## config.mk

```make
export PLATFORM = sky130hd
export DESIGN_NAME = bws_top
export DESIGN_NICKNAME = d
export VERILOG_FILES = /design/src/rtl/bws_pkg.sv /design/src/rtl/bws_regs.sv /design/src/rtl/bws_seq.sv /design/src/rtl/bws_addr.sv /design/src/rtl/bws_top.sv
export SDC_FILE = /design/constraint.sdc
export NUM_CORES = 1
export LEC_CHECK = 0
export BUFFER_PORTS_ARGS = -buffer_cell sky130_fd_sc_hd__buf_2
export CAP_MARGIN = 25
export CORE_MARGIN = 2
export CORE_UTILIZATION = 35
export CTS_CLUSTER_DIAMETER = 120
export DETAILED_ROUTE_END_ITERATION = 8
export PLACE_DENSITY = 0.55
export SETUP_SLACK_MARGIN = 0.2
export SLEW_MARGIN = 20
export SYNTH_ARGS = -nofsm -noshare
export SYNTH_HDL_FRONTEND = slang
export SYNTH_SLANG_ARGS = --single-unit
```

## constraint.sdc

```tcl
create_clock -name clk -period 7.33 [get_ports clk]
set_clock_uncertainty 0.2 [all_clocks]
set_input_delay 1.466 -clock clk [delete_from_list [all_inputs] [get_ports clk]]
set_output_delay 1.466 -clock clk [all_outputs]
set_load 0.03 [all_outputs]
```

## src/rtl/bws_pkg.sv

```systemverilog
`timescale 1ns/1ps
package bws_pkg;
    localparam int NUM_WAVES  = 4;
    localparam int NUM_IVL    = 8;
    localparam int NUM_ROWS   = 4;
    localparam int WAVE_BITS  = $clog2(NUM_WAVES);
    localparam int IVL_BITS   = $clog2(NUM_IVL);
    localparam int ROW_BITS   = $clog2(NUM_ROWS);
    localparam int TBL_BITS   = WAVE_BITS + ROW_BITS + IVL_BITS;
    localparam int TBL_DEPTH  = 1 << TBL_BITS;

    localparam logic [IVL_BITS-1:0] IVL_REST = IVL_BITS'(NUM_IVL - 1);
    localparam logic [IVL_BITS-1:0] IVL_LAST = IVL_BITS'(NUM_IVL - 2);

    localparam logic [7:0] REG_WMAP   = 8'h80;
    localparam logic [7:0] REG_REST   = 8'h81;
    localparam logic [7:0] REG_ABORT  = 8'h82;
    localparam logic [7:0] REG_APRE   = 8'h83;
    localparam logic [7:0] ABORT_CODE = 8'hFF;
    localparam logic [7:0] WMAP_RST   = 8'hE4;
    localparam logic [7:0] REST_RST   = 8'hFF;

    localparam int OP_DATA = 1;
    localparam int OP_NEXT = 2;
    localparam int OP_AINC = 3;

    typedef enum logic [ROW_BITS-1:0] {
        ROW_LEN   = 2'd0,
        ROW_OP    = 2'd1,
        ROW_PAT   = 2'd2,
        ROW_SPARE = 2'd3
    } row_e;

    typedef struct packed {
        logic [7:0] len;
        logic [7:0] op;
        logic [7:0] pat;
    } ivl_desc_t;

    function automatic logic [WAVE_BITS-1:0] wave_of(input logic [7:0] wmap,
                                                      input logic [1:0] ttype);
        return wmap[2*ttype +: 2];
    endfunction

    function automatic logic [7:0] dwell_of(input logic [7:0] len);
        return (len == 8'd0) ? 8'd1 : len;
    endfunction
endpackage

```

## src/rtl/bws_regs.sv

```systemverilog
`timescale 1ns/1ps
module bws_regs
    import bws_pkg::*;
#(
    parameter int ADDR_W = 8
) (
    input  logic                 clk,
    input  logic                 rst,
    input  logic                 cfg_we,
    input  logic [7:0]           cfg_addr,
    input  logic [7:0]           cfg_wdata,
    input  logic                 eng_idle,
    input  logic [WAVE_BITS-1:0] rd_wave,
    input  logic [IVL_BITS-1:0]  rd_ivl,
    output ivl_desc_t            desc,
    output logic [7:0]           wmap,
    output logic [7:0]           rest_ctl,
    output logic                 abort_req,
    output logic                 apre_load,
    output logic [ADDR_W-1:0]    apre_val
);
    logic [7:0] tbl [TBL_DEPTH];
    logic       wr_ok;
    logic       tbl_hit;

    assign wr_ok     = cfg_we && eng_idle;
    assign tbl_hit   = (cfg_addr[7] == 1'b0);
    assign abort_req = cfg_we && (cfg_addr == REG_ABORT) && (cfg_wdata == ABORT_CODE);
    assign apre_load = wr_ok && (cfg_addr == REG_APRE);
    assign apre_val  = ADDR_W'(cfg_wdata);

    always_ff @(posedge clk) begin
        if (wr_ok && tbl_hit)
            tbl[cfg_addr[TBL_BITS-1:0]] <= cfg_wdata;
    end

    always_ff @(posedge clk) begin
        if (rst) begin
            wmap     <= WMAP_RST;
            rest_ctl <= REST_RST;
        end else if (wr_ok) begin
            if (cfg_addr == REG_WMAP) wmap     <= cfg_wdata;
            if (cfg_addr == REG_REST) rest_ctl <= cfg_wdata;
        end
    end

    always_comb begin
        desc.len = tbl[{rd_wave, ROW_LEN, rd_ivl}];
        desc.op  = tbl[{rd_wave, ROW_OP,  rd_ivl}];
        desc.pat = tbl[{rd_wave, ROW_PAT, rd_ivl}];
    end
endmodule

```

## src/rtl/bws_seq.sv

```systemverilog
`timescale 1ns/1ps
module bws_seq
    import bws_pkg::*;
(
    input  logic                 clk,
    input  logic                 rst,
    input  logic                 trig,
    input  logic [1:0]           trig_type,
    input  logic [7:0]           wmap,
    input  logic [7:0]           cur_len,
    input  logic                 abort_req,
    output logic [IVL_BITS-1:0]  ivl,
    output logic [WAVE_BITS-1:0] wave,
    output logic [1:0]           ttype,
    output logic                 busy,
    output logic                 leave,
    output logic                 done
);
    logic [7:0] cnt;

    assign busy  = (ivl != IVL_REST);
    assign leave = busy && !abort_req && (cnt == dwell_of(cur_len) - 8'd1);

    always_ff @(posedge clk) begin
        if (rst) begin
            ivl   <= IVL_REST;
            wave  <= '0;
            ttype <= '0;
            cnt   <= '0;
            done  <= 1'b0;
        end else begin
            done <= 1'b0;
            if (abort_req) begin
                ivl <= IVL_REST;
                cnt <= '0;
            end else if (!busy) begin
                if (trig) begin
                    ivl   <= '0;
                    wave  <= wave_of(wmap, trig_type);
                    ttype <= trig_type;
                    cnt   <= '0;
                end
            end else if (leave) begin
                cnt <= '0;
                ivl <= ivl + 1'b1;
                if (ivl == IVL_LAST) done <= 1'b1;
            end else begin
                cnt <= cnt + 8'd1;
            end
        end
    end
endmodule

```

## src/rtl/bws_addr.sv

```systemverilog
`timescale 1ns/1ps
module bws_addr #(
    parameter int ADDR_W = 8
) (
    input  logic              clk,
    input  logic              rst,
    input  logic              load,
    input  logic [ADDR_W-1:0] load_val,
    input  logic              step,
    output logic [ADDR_W-1:0] addr
);
    always_ff @(posedge clk) begin
        if (rst)       addr <= '0;
        else if (load) addr <= load_val;
        else if (step) addr <= addr + ADDR_W'(1);
    end
endmodule

```

## src/rtl/bws_top.sv

```systemverilog
`timescale 1ns/1ps
module bws_top
    import bws_pkg::*;
#(
    parameter int ADDR_W = 8
) (
    input  logic              clk,
    input  logic              rst,
    input  logic              cfg_we,
    input  logic [7:0]        cfg_addr,
    input  logic [7:0]        cfg_wdata,
    input  logic              trig,
    input  logic [1:0]        trig_type,
    output logic              busy,
    output logic              done,
    output logic [2:0]        state_out,
    output logic [5:0]        ctl_out,
    output logic [ADDR_W-1:0] bus_addr,
    output logic              data_drive,
    output logic              data_sample,
    output logic              data_next
);
    ivl_desc_t            desc;
    logic [7:0]           wmap;
    logic [7:0]           rest_ctl;
    logic                 abort_req;
    logic                 apre_load;
    logic [ADDR_W-1:0]    apre_val;
    logic [IVL_BITS-1:0]  ivl;
    logic [WAVE_BITS-1:0] wave;
    logic [1:0]           ttype;
    logic                 leave;
    logic                 is_write;

    bws_regs #(.ADDR_W(ADDR_W)) u_regs (
        .clk(clk), .rst(rst), .cfg_we(cfg_we), .cfg_addr(cfg_addr),
        .cfg_wdata(cfg_wdata), .eng_idle(!busy), .rd_wave(wave), .rd_ivl(ivl),
        .desc(desc), .wmap(wmap), .rest_ctl(rest_ctl), .abort_req(abort_req),
        .apre_load(apre_load), .apre_val(apre_val)
    );

    bws_seq u_seq (
        .clk(clk), .rst(rst), .trig(trig), .trig_type(trig_type), .wmap(wmap),
        .cur_len(desc.len), .abort_req(abort_req), .ivl(ivl), .wave(wave),
        .ttype(ttype), .busy(busy), .leave(leave), .done(done)
    );

    bws_addr #(.ADDR_W(ADDR_W)) u_addr (
        .clk(clk), .rst(rst), .load(apre_load), .load_val(apre_val),
        .step(leave && desc.op[OP_AINC]), .addr(bus_addr)
    );

    assign is_write    = ttype[0];
    assign state_out   = ivl;
    assign ctl_out     = busy ? desc.pat[5:0] : rest_ctl[5:0];
    assign data_drive  = busy && desc.op[OP_DATA] && is_write;
    assign data_sample = busy && desc.op[OP_DATA] && !is_write;
    assign data_next   = leave && desc.op[OP_NEXT];
endmodule

```

# Yosys cells after proc, flatten, opt, wreduce, memory -nomap -nowiden
# Memory sizes are Yosys's and may differ from the RTL's.
# Cells that the tools add are included.
[word_totals] reg_bits=37 mem_bits_rw=1024 elab_cells=64 n_memories=1
[op_classes] addsub=4 n_eq_ne=9 n_shift=1 muxes=13 bitwise=4 n_reduce_logical=24
[mem_list] memory="u_regs.tbl" depth=128 width=8 rd=3 rd_clocked_by_memory_dff=0 write_ports=1 line="bws_regs.sv:22" text="logic [7:0] tbl [TBL_DEPTH];"
[op_table] cell="two-way mux 8 bit" n=6
[op_table] cell="equality test 8 bit (second input constant)" n=5
[op_table] cell="adder 8 x 1 -> 8 bit (second input constant)" n=2
[op_table] cell="logical AND 1 bit" n=12
[op_table] cell="two-way mux 3 bit" n=3
[op_table] cell="equality test 8 bit" n=1
[op_table] cell="logical NOT 8 bit" n=1
[op_table] cell="variable part select 8 x 4 -> 2 bit" n=1
[op_table] cell="subtractor 8 x 1 -> 8 bit (second input constant)" n=1
[op_table] cell="two-way mux 6 bit" n=1
[op_table] cell="AND reduction 2 bit" n=3
[op_table] cell="NOT 1 bit" n=4
[op_table] cell="nonzero test 2 bit" n=2
[op_table] cell="OR reduction 4 bit" n=1
[op_table] cell="adder 3 x 1 -> 3 bit (second input constant)" n=1
[op_table] cell="equality test 3 bit (second input constant)" n=1
[op_table] cell="logical NOT 1 bit" n=3
[op_table] cell="two-way mux 1 bit" n=3
[op_table] cell="inequality test 3 bit (second input constant)" n=1
[op_table] cell="AND reduction 3 bit" n=1
[op_table] cell="inequality test 2 x 1 -> 1 bit (second input constant)" n=1
[op_table] cell="OR reduction 2 bit" n=1

# Logic depth before layout (Yosys ltp)
# Gate-level depths: netlist (run 1).
[logic_depth] depth_word=9 ltp_mapped=22 mapped_depth_nobuf=15

# Modules after synthesis
# Synthesis (run 1) repeated with hierarchy kept, for this count alone.
[hier_totals] hier_cells=2041 area_unflattened_um2=32552.5
[by_module_without_submodules] module="bws_regs" n_inst=1 cells_each=1861 area_per_inst_um2=30918.4 seq_area_each_um2=23382.4
[by_module_without_submodules] module="bws_seq" n_inst=1 cells_each=115 area_per_inst_um2=1034.7 seq_area_each_um2=320.3
[by_module_without_submodules] module="bws_addr" n_inst=1 cells_each=53 area_per_inst_um2=464.2 seq_area_each_um2=160.2
[by_module_without_submodules] module="bws_top" n_inst=1 cells_each=12 area_per_inst_um2=135.1 seq_area_each_um2=0.0

# Worst setup path after synthesis (run 1)
# OpenSTA, ideal clock, no wires.
[synth_timing] path_kind="reg2out" start="register u_seq.ivl[1]" end="output port data_next" t_arrival_ps=4773 required_ps=5664 path_slack_ps=891 path_stages_with_launch=17 n_path_buf=3 path_cell_list="dfxtp_1 buf_6 buf_12 mux4_2 mux2_2 a311oi_1 a2111oi_2 nor4_2 nand3_1 and2_1 ha_1 xnor2_1 or4_1 a211o_1 nor4_4 buf_2 nor2b_1"
[synth_between] elab_chain_cells=7
[synth_rtl] item="from (decl)" line="bws_seq.sv:12" text="output logic [IVL_BITS-1:0] ivl,"
[synth_rtl] item="from (signal assigned)" line="bws_seq.sv:45" text="ivl <= ivl + 1'b1;"
[synth_rtl] item="memory (128 x 8 bit)"
[synth_rtl] item="logical NOT 8 bit" line="bws_pkg.sv:46" text="return (len == 8'd0) ? 8'd1 : len;"
[synth_rtl] item="two-way mux 8 bit" line="bws_pkg.sv:46"
[synth_rtl] item="subtractor 8 x 1 -> 8 bit" line="bws_seq.sv:22" text="assign leave = busy && !abort_req && (cnt == dwell_of(cur_len) - 8'd1);"
[synth_rtl] item="equality test 8 bit" line="bws_seq.sv:22"
[synth_rtl] item="logical AND 1 bit" line="bws_seq.sv:22"
[synth_rtl] item="logical AND 1 bit *" line="bws_top.sv:58" text="assign data_next = leave && desc.op[OP_NEXT];"
[synth_rtl] item="to (decl)" line="bws_top.sv:21" text="output logic data_next"
# Every way passes the cells marked *; elsewhere a longest branch is shown, timed or not.

# Final worst setup path (run 1)
# Same ends and word-level chain as after synthesis.

==> impl_metrics.toml, run 1 <==
[outcome]
status = "completed"

[detailed_routing]
top_layer = "met5"
post_drt_wl_per_cell_um = 25.6
vias = 12600
met3_length_um = 3210
dr.pass1.iters = 5
drc = 0
wl_met1_um = 26500
wl_um = 60100
avgViaCountPerCell = 5.38
drt_first_iter_violations = 1286
wl_met2_um = 29300
ant_nets = 0

[floorplan]
fp.dieW_um = 265
die_h_um = 265
rows = 95
core_area_um2 = 67200
dieArea_um2 = 70000
start_util = 0.354
ios = 44

[setup_path]
r2r-start = "u_seq.ivl[1]"
cp.required_ps = 5660
cp-end-kind = "output port"
start_kind = "flip-flop"
r2r_slack_ps = 2110
cp.arrival_ps = 5220
crit_path_end = "data_next"
cp_max_fo = 14
worst_r2r_path_depth = 15
r2r_end = "u_addr.addr[2]"
cp-startpoint = "u_seq.ivl[1]"
crit_type = "flip-flop to output port"

[layout]
fin_nets = 1452
mostFrequentLayoutCells = "544 x edfxtp_1, 129 x nor2_1, 115 x mux2i_1"
syn2layout_area_growth_pct = 13.8
drive_gt1_frac = 0.218
final_util = 0.403
final_common_cell = "edfxtp_1"

[job]
drv_cap = 0

[synthesis]
syn_area_per_cell_um2 = 17.8
netlist_area_um2 = 23800
async_reset_ff_frac = 0
synth_seq_cells = 581
ys_warn_count = 0
seq_area_frac_synth = 0.719
synth_cells = 1332
syn_nets = 1360
synth_edf_count = 544
ys_types = 66
synthFlopType = "edfxtp_1"

[global_routing]
antenna_found_initial = 4
grt_pass1_wl_um = 87500
grt_pass1_vias = 12700
grt.overflow.total = 0
grt_max_degree = 80
globalRouteTotalUtil = 0.169

[cts]
cts_tree = "done"
clock_path_buffers = 3
hold_buffers = 0
cts_made_buffers = 57
clock-sinks = 581
cts_root_buf = "clkbuf_16"
htreeDepth = 2
clock_latency_ps = 620
cts.reportedPaths.clkPinSlew_ps = 70

[min_path]
hold_depth = 2
min-delay-path-class = "flip-flop to flip-flop"

[placed_design]
portBuffers = 43
place_congestion = 0.831
dp_hpwl_um = 37500

[sta]
slew_viol_final = 0
hold_viol = 0
max-slew-margin-rel = 0.296
setup_tns_ps = 0
fmax_ghz = 0.145
final-setup-viol-count = 0
fin_crit_ps = 6890
holdWs_ps = 277
worstMarginPinSlew_ps = 1050
rsz0062_at_grt = "false"
period_share = 0.939

[power]
power_density_nw_per_um2 = 329
vdd_ir_drop_max_mv = 0.196
p_leak_nw = 9.03
[metrics by stage]
step           setup slack, ps  cells  total power, mW  cell area [um^2]
5_1_grt                    194   2344             9.23             27000
3_3_place_gp               848   2233             6.04             25100
3_5_place_dp               827   2235             6.04             25100
2_1_floorplan              891   1332             5.38             23800
4_1_cts                    265   2340             8.94             27000
6_report                   444   2345             8.90             27100
[area by class of cell]
class	count	area, um^2
flip-flops and latches	581	17100
inverters	10	37.5
multi-input cells	676	6310
repair buffers	98	688
diodes	3	7.51
well taps	873	1090
clock buffers	71	1480
fillers	6001	40100
clock inverters	33	350
[synthesized netlist by cell type, drive strengths merged (12+ instances only)]
cell type	n	share of area
edfxtp	544	0.69
mux4	114	0.11
mux2i	115	0.048
nor2b	12	0.0032
a22oi	29	0.0092
dfxtp	37	0.031
nand3	29	0.0061
buf	34	0.011
nor2	130	0.021
clkbuf	31	0.0049
a21oi	23	0.0052
nand2	68	0.011
[flip-flops by register name, summed over array words and instances, names as in the netlist]
name	cells
u_addr.addr	8
u_seq.done	1
u_seq.ttype	1
u_regs.tbl	544
u_seq.wave	2
u_regs.wmap	8
u_regs.rest_ctl	6
u_seq.ivl	3
u_seq.cnt	8
[critical path: stages (launching register included)]
cell and delay [ps]:
dfxtp_4 590, mux4_2 560, mux2_2 290, a211oi_1 440, a2111oi_4 150, nor4_4 250, nand3_1 130, and2_1 180
ha_1 280, xnor2_1 120, or4_1 520, a211o_1 330, nor4_4 330, nor2b_1 190, buf_2 230
[metal layers]
metal  GRT usage  vias up
li1            -     5536
met1       0.233     6606
met2       0.284      390
met3      0.0259       74
met4      0.0410        2
met5           0        -
[where the power goes]
group | switching, mW | internal [mW] | total, mW
Clock | 1.28 | 1.62 | 2.90
Combinational | 1.33 | 0.934 | 2.26
Sequential | 0.0875 | 3.65 | 3.74
Total | 2.69 | 6.20 | 8.90
[repair_timing]
action	in CTS	in global routing
pin swaps	0	1
setup endpoints to repair	1	1
cloned	0	1
resized for setup	2	5
setup buffers	1	0
[cell families after synthesis]
group,after synthesis,synth area share
XOR/XNOR,8,0.00295
buffers and inverters,75,0.0171
flip-flops,581,0.719
multiplexers,238,0.161
AND/OR/NAND/NOR,316,0.0641
adder cells (fa/ha/maj),6,0.00316
AO/OA/AOI/OAI,108,0.0331
[worst min-delay path by stage]
stage	endpoint	slack, ps	start
6_report	u_regs.wmap[5]	280	u_regs.wmap[5]
3_5_place_dp	u_regs.wmap[5]	260	u_regs.wmap[5]
2_1_floorplan	u_regs.wmap[5]	240	u_regs.wmap[5]
4_1_cts	u_regs.wmap[5]	280	u_regs.wmap[5]
5_1_grt	u_regs.rest_ctl[0]	290	u_regs.rest_ctl[0]
3_3_place_gp	u_regs.wmap[5]	250	u_regs.wmap[5]
Power figures use the tool's default switching activity.
==> run 2: changes to the inputs <==
- BUFFER_PORTS_ARGS: -buffer_cell sky130_fd_sc_hd__buf_2 -> default
- DONT_BUFFER_PORTS: default -> 1
- PLACE_DENSITY: 0.55 -> 0.54
==> run 2 against run 1 <==
  * Setup slack better by 2.9 ps
  * Maximum frequency hardly changed
  * Critical path depth is 3 higher
  * Sequential power hardly changed
  * First-iteration DRC count is 0.70% lower
  * Clock-buffer cell count is 7 higher
  * Die area stayed put
  * Global-route usage is 0.067 points higher
  * Critical endpoint unchanged
  * Largest cell class unchanged
==> impl_metrics.toml, run 2 (synthesized netlist as in run 1, its figures left out) <==
[global_routing]
grt_max_degree = 101
grt_pass1_vias = 12700
grt_pass1_wl_um = 87100
globalRouteTotalUtil = 0.170
grt.overflow.total = 0
antenna_found_initial = 1

[sta]
setup_slack_ps = 447
max-slew-margin-rel = 0.180
slew_viol_final = 0
rsz0062_at_grt = "false"
worstMarginPinSlew_ps = 1220
holdWs_ps = 279
final-setup-viol-count = 0
hold_viol = 0
setup_tns_ps = 0
fmax_ghz = 0.145
period_share = 0.939
fin_crit_ps = 6880

[setup_path]
cp_max_fo = 45
crit_family = "simple AND/OR/NAND/NOR gates"
cp.arrival_ps = 5220
cpPeakStageDelay_ps = 530
worst_path_max_delay_cell = "or4_1"
cp_num_buf_inv = 4
cp-end-kind = "output port"
path_cells = "buf_12 -> buf_16 -> buf_6 -> mux2i_1 -> a22oi_1 -> a21oi_1 -> nor4_4 -> nor3_1 -> nand3_1 -> and2_1 -> ha_1 -> xnor2_1 -> or4_1 -> a211o_1 -> nor4_4 -> nor2b_4 -> buf_4"
start_kind = "flip-flop"
cp_common_cell = "nor4_4"
crit_type = "flip-flop to output port"
cp.required_ps = 5660

[outcome]
status = "completed"

[cts]
cts_tree = "done"
htreeDepth = 2
cts_made_buffers = 58
clock_path_buffers = 3
clock-sinks = 581
hold_buffers = 0
cts.reportedPaths.clkPinSlew_ps = 60
clock_latency_ps = 630
cts_root_buf = "clkbuf_16"

[floorplan]
start_util = 0.354
core_area_um2 = 67200
die_h_um = 265
dieArea_um2 = 70000
ios = 44
rows = 95
fp.dieW_um = 265

[detailed_routing]
wl_um = 59300
post_drt_wl_per_cell_um = 25.8
drc = 0
drt_first_iter_violations = 1277
ant_nets = 0
vias = 12400
dr.pass1.iters = 5
avgViaCountPerCell = 5.39

[power]
power_density_nw_per_um2 = 326
p_leak_nw = 8.81
power.total_mw = 8.71
vdd_ir_drop_max_mv = 0.191

[layout]
fin_nets = 1402
largest_reg_flops = 544
stdcell_count = 2297
mostFrequentLayoutCells = "544 x edfxtp_1, 130 x nor2_1, 115 x mux2i_1"
final_util = 0.398
drive_gt1_frac = 0.188
syn2layout_area_growth_pct = 12.5
diodes = 0
final_common_cell = "edfxtp_1"
postLayoutCellArea_um2 = 26700

[placed_design]
place_congestion = 0.896
dp.cells = 2180
pre_cts_ws_ps = 656
dp_hpwl_um = 37000
placed_area_um2 = 24800
portBuffers = 0

[min_path]
min-delay-path-class = "flip-flop to flip-flop"

[job]
drv_cap = 0
-- run 2: worst min-delay path: cells and delay by family (launching register included) --
family,cells,cell delay (ps)
DFF,1,330
muxes,1,70
and+or+nand+nor,1,60
-- run 2: what timing repair did --
action,in CTS,in global routing
pin swaps,0,1
endpoints found under the setup margin,1,1
endpoints found under the hold margin,0,0
buffers inserted,4,0
resized for setup,2,7
-- run 2: cell type report --
type,count,area [um^2]
Sequential cell,581,17100
Clock inverter,32,219
Multi-Input combinational cell,676,6290
Inverter,10,37.5
Fill cell,5977,40400
Tap cell,873,1090
Clock buffer,78,1570
Timing Repair Buffer,47,438
-- run 2: path summary, 6_finish.rpt --
check | from | to | slack [ps] | depth (start not counted)
worst max register to register | u_seq.ivl[1] | u_addr.addr[7] | 2070 | 17
worst min-delay path | u_regs.wmap[5] | u_regs.wmap[5] | 280 | 2
worst max-delay path | u_seq.ivl[1] | data_next | 450 | 17
worst min register to register | u_regs.wmap[5] | u_regs.wmap[5] | 280 | 2
-- run 2: power by group --
group          internal (mW)  switching, mW
registers               3.65          0.101
logic                  0.918           1.23
clock network           1.54           1.27
-- run 2: per-layer routing --
layer | part of all wire | track usage | vias up | wire length [um]
li1 | - | - | 5435 | -
met1 | 0.43 | 0.231 | 6493 | 25400
met2 | 0.49 | 0.282 | 348 | 28800
met3 | 0.056 | 0.0292 | 110 | 3330
met4 | 0.029 | 0.0507 | 0 | 1720
met5 | 0 | 0 | - | 0
